<file path="src/rtl/cpwm_pkg.sv">
// Package: shared register addresses and field positions for the PWM pair.
// Assumes a 3-bit address space; unused addresses are ignored.
package cpwm_pkg;
    typedef enum logic [2:0] {
        ADDR_CTRL = 3'd0,
        ADDR_PER  = 3'd1,
        ADDR_DUTY = 3'd2,
        ADDR_DT_R = 3'd3,
        ADDR_DT_F = 3'd4,
        ADDR_STAT = 3'd5
    } reg_addr_e;

    localparam int CTRL_RUN   = 0;
    localparam int CTRL_INV_P = 1;
    localparam int CTRL_INV_N = 2;
    localparam int STAT_BOT   = 0;
    localparam int STAT_DLY   = 1;
endpackage

</file>
<file path="src/rtl/cpwm_regs.sv">
// Register file: control bits, buffered turning value and duty, dead times,
// and the two sticky flags. Assumes single-cycle writes; a flag set event
// wins over a clear in the same cycle.
module cpwm_regs
    import cpwm_pkg::*;
#(
    parameter int CW = 16
) (
    input  logic          clk,
    input  logic          rst_n,
    input  logic          wr_en,
    input  logic [2:0]    wr_addr,
    input  logic [CW-1:0] wr_data,
    input  logic          evt_bot,
    input  logic          evt_dly,
    output logic          run,
    output logic          inv_pos,
    output logic          inv_neg,
    output logic [CW-1:0] per_buf,
    output logic [CW-1:0] duty_buf,
    output logic [CW-1:0] dt_rise,
    output logic [CW-1:0] dt_fall,
    output logic          flag_bot,
    output logic          flag_dly
);
    logic clr_bot, clr_dly;

    // Decode write-one-to-clear requests for the flags.
    always_comb begin
        clr_bot = wr_en && (wr_addr == ADDR_STAT) && wr_data[STAT_BOT];
        clr_dly = wr_en && (wr_addr == ADDR_STAT) && wr_data[STAT_DLY];
    end

    // Store configuration writes.
    always_ff @(posedge clk) begin
        if (!rst_n) begin
            run      <= 1'b0;
            inv_pos  <= 1'b0;
            inv_neg  <= 1'b0;
            per_buf  <= '0;
            duty_buf <= '0;
            dt_rise  <= '0;
            dt_fall  <= '0;
        end else if (wr_en) begin
            case (wr_addr)
                ADDR_CTRL: begin
                    run     <= wr_data[CTRL_RUN];
                    inv_pos <= wr_data[CTRL_INV_P];
                    inv_neg <= wr_data[CTRL_INV_N];
                end
                ADDR_PER:  per_buf  <= wr_data;
                ADDR_DUTY: duty_buf <= wr_data;
                ADDR_DT_R: dt_rise  <= wr_data;
                ADDR_DT_F: dt_fall  <= wr_data;
                default: ;
            endcase
        end
    end

    // Sticky flags: set by events, cleared by write-one.
    always_ff @(posedge clk) begin
        if (!rst_n) begin
            flag_bot <= 1'b0;
            flag_dly <= 1'b0;
        end else begin
            if (evt_bot)      flag_bot <= 1'b1;
            else if (clr_bot) flag_bot <= 1'b0;
            if (evt_dly)      flag_dly <= 1'b1;
            else if (clr_dly) flag_dly <= 1'b0;
        end
    end
endmodule

</file>
<file path="src/rtl/cpwm_carrier.sv">
// Triangle carrier: counts 0..P..0 while running and holds working copies of
// the turning value and duty, refreshed at the bottom or while stopped.
// Assumes P >= 1 (P = 0 behaves as P = 1).
module cpwm_carrier #(
    parameter int CW = 16
) (
    input  logic          clk,
    input  logic          rst_n,
    input  logic          run,
    input  logic [CW-1:0] per_buf,
    input  logic [CW-1:0] duty_buf,
    output logic [CW-1:0] cnt,
    output logic [CW-1:0] per_act,
    output logic [CW-1:0] duty_act,
    output logic          bot_evt,
    output logic          raw_req
);
    logic          dir_up;
    logic [CW:0]   nxt_up;

    // Bottom event, next up value and phase request.
    always_comb begin
        bot_evt = run && !dir_up && (cnt == CW'(1));
        nxt_up  = {1'b0, cnt} + {{CW{1'b0}}, 1'b1};
        raw_req = duty_act > cnt;
    end

    // Step the counter and reload working copies at the bottom.
    always_ff @(posedge clk) begin
        if (!rst_n) begin
            cnt      <= '0;
            dir_up   <= 1'b1;
            per_act  <= '0;
            duty_act <= '0;
        end else if (!run) begin
            cnt      <= '0;
            dir_up   <= 1'b1;
            per_act  <= per_buf;
            duty_act <= duty_buf;
        end else begin
            if (dir_up) begin
                cnt <= nxt_up[CW-1:0];
                if (nxt_up >= {1'b0, per_act}) dir_up <= 1'b0;
            end else begin
                cnt <= cnt - CW'(1);
                if (cnt == CW'(1)) dir_up <= 1'b1;
            end
            if (bot_evt) begin
                per_act  <= per_buf;
                duty_act <= duty_buf;
            end
        end
    end
endmodule

</file>
<file path="src/rtl/cpwm_deadtime.sv">
// Dead-time unit: a down-counter reloaded on every change of the phase
// request keeps both outputs inactive for (delay + 1) cycles, then enables
// the selected output. Outputs here are active-high.
module cpwm_deadtime #(
    parameter int CW = 16
) (
    input  logic          clk,
    input  logic          rst_n,
    input  logic          run,
    input  logic          raw_req,
    input  logic [CW-1:0] dt_rise,
    input  logic [CW-1:0] dt_fall,
    output logic          pos_act,
    output logic          neg_act,
    output logic          dly_evt
);
    logic          raw_q, gap, chg;
    logic [CW-1:0] dly;

    // Detect request changes and dead-time expiry.
    always_comb begin
        chg     = raw_req != raw_q;
        dly_evt = run && gap && !chg && (dly == '0);
    end

    // Sequence the gap and the complementary outputs.
    always_ff @(posedge clk) begin
        if (!rst_n || !run) begin
            raw_q   <= 1'b0;
            gap     <= 1'b0;
            dly     <= '0;
            pos_act <= 1'b0;
            neg_act <= 1'b0;
        end else if (chg) begin
            raw_q   <= raw_req;
            gap     <= 1'b1;
            dly     <= raw_req ? dt_rise : dt_fall;
            pos_act <= 1'b0;
            neg_act <= 1'b0;
        end else if (gap && dly != '0) begin
            dly <= dly - CW'(1);
        end else begin
            gap     <= 1'b0;
            pos_act <= raw_q;
            neg_act <= !raw_q;
        end
    end
endmodule

</file>
<file path="src/rtl/cpwm_pair.sv">
// Top: complementary PWM phase pair with independent rising and falling
// dead times, per-output polarity and sticky event flags.
module cpwm_pair #(
    parameter int CW = 16
) (
    input  logic          clk,
    input  logic          rst_n,
    input  logic          wr_en,
    input  logic [2:0]    wr_addr,
    input  logic [CW-1:0] wr_data,
    output logic          pos_o,
    output logic          neg_o,
    output logic          bot_flag_o,
    output logic          dly_flag_o
);
    logic          run, inv_pos, inv_neg, bot_evt, dly_evt, raw_req;
    logic          pos_act, neg_act;
    logic [CW-1:0] per_buf, duty_buf, dt_rise, dt_fall;
    logic [CW-1:0] cnt, per_act, duty_act;

    cpwm_regs #(.CW(CW)) u_regs (
        .clk(clk), .rst_n(rst_n), .wr_en(wr_en), .wr_addr(wr_addr),
        .wr_data(wr_data), .evt_bot(bot_evt), .evt_dly(dly_evt),
        .run(run), .inv_pos(inv_pos), .inv_neg(inv_neg),
        .per_buf(per_buf), .duty_buf(duty_buf),
        .dt_rise(dt_rise), .dt_fall(dt_fall),
        .flag_bot(bot_flag_o), .flag_dly(dly_flag_o)
    );

    cpwm_carrier #(.CW(CW)) u_carrier (
        .clk(clk), .rst_n(rst_n), .run(run),
        .per_buf(per_buf), .duty_buf(duty_buf),
        .cnt(cnt), .per_act(per_act), .duty_act(duty_act),
        .bot_evt(bot_evt), .raw_req(raw_req)
    );

    cpwm_deadtime #(.CW(CW)) u_dead (
        .clk(clk), .rst_n(rst_n), .run(run), .raw_req(raw_req),
        .dt_rise(dt_rise), .dt_fall(dt_fall),
        .pos_act(pos_act), .neg_act(neg_act), .dly_evt(dly_evt)
    );

    // Apply per-output polarity.
    always_comb begin
        pos_o = pos_act ^ inv_pos;
        neg_o = neg_act ^ inv_neg;
    end
endmodule

</file>
<file path="config.mk">
export PLATFORM = sky130hd
export DESIGN_NAME = cpwm_pair
export DESIGN_NICKNAME = d
export VERILOG_FILES = /design/src/rtl/cpwm_pkg.sv /design/src/rtl/cpwm_regs.sv /design/src/rtl/cpwm_carrier.sv /design/src/rtl/cpwm_deadtime.sv /design/src/rtl/cpwm_pair.sv
export SDC_FILE = /design/constraint.sdc
export NUM_CORES = 1
export LEC_CHECK = 0
export BUFFER_PORTS_ARGS = -buffer_cell sky130_fd_sc_hd__buf_2
export CORE_ASPECT_RATIO = 0.8
export CORE_MARGIN = 3
export CORE_UTILIZATION = 32
export CTS_CLUSTER_DIAMETER = 100
export DETAILED_ROUTE_END_ITERATION = 16
export GPL_ROUTABILITY_DRIVEN = 0
export GPL_TIMING_DRIVEN = 1
export PLACE_DENSITY = 0.53
export SYNTH_ARGS = -nofsm -noshare
export SYNTH_HDL_FRONTEND = slang
export SYNTH_SLANG_ARGS = --single-unit
</file>
<file path="constraint.sdc">
create_clock -name clk -period 3.8 [get_ports clk]
set_input_delay 0 -clock clk [delete_from_list [all_inputs] [get_ports clk]]
set_output_delay 0 -clock clk [all_outputs]
set_load 0.05 [all_outputs]
</file>
==> run summary <==
result of the run: finished clean
setup repair after global routing missed its margin: no
reported max-cap violation count: 0
layout overhead on the synthesized area: 16.3%
Post-Syn Area per Cell: 8.08 sq um
fraction of layout instances using a drive strength above 1: 9.29%
Adder-Cell Fraction of Synth Area: 6.33%
YS warnings: 0
classification of the worst setup path: flip-flop to flip-flop
CP max FO: 9
num rows: 48
die extent in y: 139 microns
clock latency at the later pin of the worst-skew pair: 0.42 ns
share of cell area taken by muxes after synthesis: 1.57%
synth top area cells: dfxtp_1, nand2_1, a21boi_0
sequential share of the synthesized area: 38.9%
buffer and inverter count on the worst path: 0
fraction of the mapped netlist area in simple logic gates: 24.0%
share of async-settable or async-resettable flops after synthesis: 0%
total CTS buffers: 17
Post-synth EDFFs: 0
Ports: 26
clock input transition at the sequential cells of the worst setup and hold paths: 0.06 ns
All-Layer GR Usage: 16.2%
Max Root-Sink Buffers: 2
data arrival time of the critical path: 3.68 ns
Overflow after GRT: 0
clock root buffer: clkbuf_16
Synth Instances: 880
Slowest-stage cell, CP: nor4_1
total number of vias: 5963
number of filler instances in the final layout: 2284
Hold Violations, Final: 0
reg-to-reg critical path startpoint: u_carrier.cnt[0]$_SDFF_PN0_
maximum clock rate: 0.301 GHz
count of port buffers added during placement: 25
routed len/inst: 16.0 microns
H-tree depth reported by CTS: 4
slew at the pin closest to its max-slew limit: 1.24 ns
VDD IR max: 288 uV
post-synthesis register bit count: 138
class of the most critical hold timing path: primary input to flip-flop
fin. max-slew vios: 0
CTS tree: yes
final antenna-violating net count: 0
category of the worst setup path launch point: flip-flop
Design Power: 3.59 mW
biggest cell delay along the critical path: 0.53 ns
cell chain of the critical path: nand3_1 > nor4_1 > and3_1 > and3_1 > nand3_1 > xnor2_1 > ha_1 > nand4_1 > nor4_1 > or3_1 > a31oi_1 > o211ai_1 > nand4_1
Post-Synthesis Cell Area: 0.00711 sq mm
iteration count of the initial detailed-routing pass: 8
number of distinct library cells after synthesis: 63
maximum number of pins on one net before global-route repair: 104
Vias/cell: 4.91
initial antenna violation count: 1
Die Width: 173 microns
Worst EP required: 4.15 ns
Die Footprint: 0.0241 sq mm
area of all placed cells without fillers: 0.00827 sq mm
Initial DRC Count: 385
complex-gate fraction of the synthesized area: 18.9%
source of the worst hold timing path: wr_addr[1]
Total Nets Final: 960
clock sink count: 138
standard cell area after detailed placement: 0.00745 sq mm
wire length of the first global-routing pass: 30800 microns
top-area cell type share of the netlist area: 38.9%
Critical path origin: u_carrier.cnt[0]$_SDFF_PN0_
final wirelength: 19500 microns
least setup slack across all paths after layout: 0.476 ns
total nets after synthesis: 938
number of setup violations in the final report: 0
post-route fraction of the period consumed by the critical path: 87.5%
LEAKAGE: 3.05 nW
Setup TNS: 0 ns
Starting Density: 32.8%
post-synthesis cell type with the largest combined area: dfxtp_1
Post-Place Worst Slack: 0.534 ns
DPL Wire Length: 13500 microns
Worst Setup End Kind: flip-flop
largest family of logic cells by synthesized area: simple AND/OR/NAND/NOR gates
worst rel slew slack: 16.8%
DRC errors left: 0
minimum clock period after layout: 3.32 ns
synthesized-area fraction occupied by xor and xnor cells: 4.91%
vias in the first global route: 5478
number of cells upsized or downsized after cts: 0
Power Density: 434 mW/mm^2
area of the core: 0.0217 sq mm
antenna cells: 0
skew final: 0.00854 ns
gate family responsible for the most delay along the worst path: simple AND/OR/NAND/NOR gates
top flip-flop cell by instance count after synthesis: dfxtp_1
per-layer routing:
| layer | track usage (%) | vias to the layer above | routed length (microns) |
|---|---|---|---|
| li1 | - | 3033 | - |
| met1 | 25.6 | 2795 | 10700 |
| met2 | 21.8 | 122 | 7650 |
| met3 | 4.23 | 11 | 994 |
| met4 | 3.16 | 2 | 138 |
| met5 | 0 | - | 13 |
worst paths after layout:
kind | to | slack [ns] | cells past startpoint
min reg2reg | u_carrier.per_act[2]$_SDFFE_PN0P_ | 0.45 | 2
max | u_carrier.dir_up$_SDFF_PN1_ | 0.48 | 13
max reg2reg | u_carrier.dir_up$_SDFF_PN1_ | 0.48 | 13
min | u_regs.flag_bot$_SDFFE_PN0P_ | 0.09 | 5
worst register-to-register path, delay by kind of cell, from the launching register on:
kind	cells	cell delay, ns
AOI/OAI and AO/OA	2	0.32
and+or+nand+nor	9	1.93
xor gates and xnor gates	1	0.22
adders and majority gates	1	0.29
DFF	1	0.50
layout by cell type, fill, tap and decap left out, drive strengths merged, types with 11 or more instances in the layout:
master and count:
nand2 238, dfxtp 138, a21boi 97, nor2 44, inv 41, ha 36
buf 34, xnor2 31, a21oi 27, nand3 23, clkbuf 19, dlygate4sd3 16
nor3 16, o21ai 15, nand4 11
through the flow:
step                      instances  hold slack, ns  util, %
after floorplan                 880           0.145        -
after global placement         1167           0.303     34.4
after detailed placement       1167           0.306     34.4
after CTS                      1215          0.0780     38.2
after global routing           1215           0.134     38.2
final                          1215          0.0908     38.2
cell type report:
class                   instances  area, sq um  share of cell area, %
multi-input cells             656         3980                   48.1
flip-flops and latches        138         2760                   33.4
repair buffers                 50          353                   4.26
clock inverters                13          216                   2.62
well taps                     300          375                   4.54
inverters                      39          146                   1.77
clock buffers                  19          443                   5.35
power breakdown:
| part | internal (mW) | switching [mW] | leakage (nW) |
|---|---|---|---|
| Clock | 1.19 | 0.668 | 0.310 |
| Sequential | 1.47 | 0.0134 | 1.11 |
| Combinational | 0.0980 | 0.156 | 1.62 |
| Total | 2.75 | 0.837 | 3.05 |
logic make-up (layout without fill, tap and decap cells):
family,Yosys count,in the layout
and+or+nand+nor,385,385
AOI/OAI and AO/OA,185,185
DFF,138,138
buffers and inverters,86,121
xor gates and xnor gates,39,39
adders and majority gates,36,36
muxes,11,11
repair_timing:
| item | in CTS | in global routing |
|---|---|---|
| hold buffers | 16 | 0 |
| buffers inserted | 0 | 0 |
| endpoints found under the hold margin | 67 | 0 |
flip-flops by register name, indices dropped and copies added (netlist names), 16 cells and up:
name and cells:
u_regs.dt_fall 16, u_carrier.cnt 16, u_carrier.per_act 16, u_carrier.duty_act 16
u_dead.dly 16, u_regs.per_buf 16, u_regs.duty_buf 16, u_regs.dt_rise 16
synth_stat cells (2+ instances only):
master       n
nand2_1    238
dfxtp_1    138
a21boi_0    66
nor2_1      44
inv_1       39
ha_1        36
clkbuf_1    34
a21boi_1    30
xnor2_1     30
a21oi_1     27
nand3_1     22
nor3_1      15
o21ai_0     15
nand4_1     11
mux2i_1     10
nor4_1      10
and3_1       9
nor2b_1      9
o211ai_1     9
xor2_1       8
buf_6        6
o22ai_1      6
and2_1       5
or3_1        5
buf_4        4
a21o_1       3
a22oi_1      3
a31oi_1      3
nor3b_1      3
o311a_2      3
a2111oi_0    2
a211oi_1     2
buf_2        2
o21a_1       2
o31ai_1      2
or2_2        2
(Power assumes the default switching activity.)
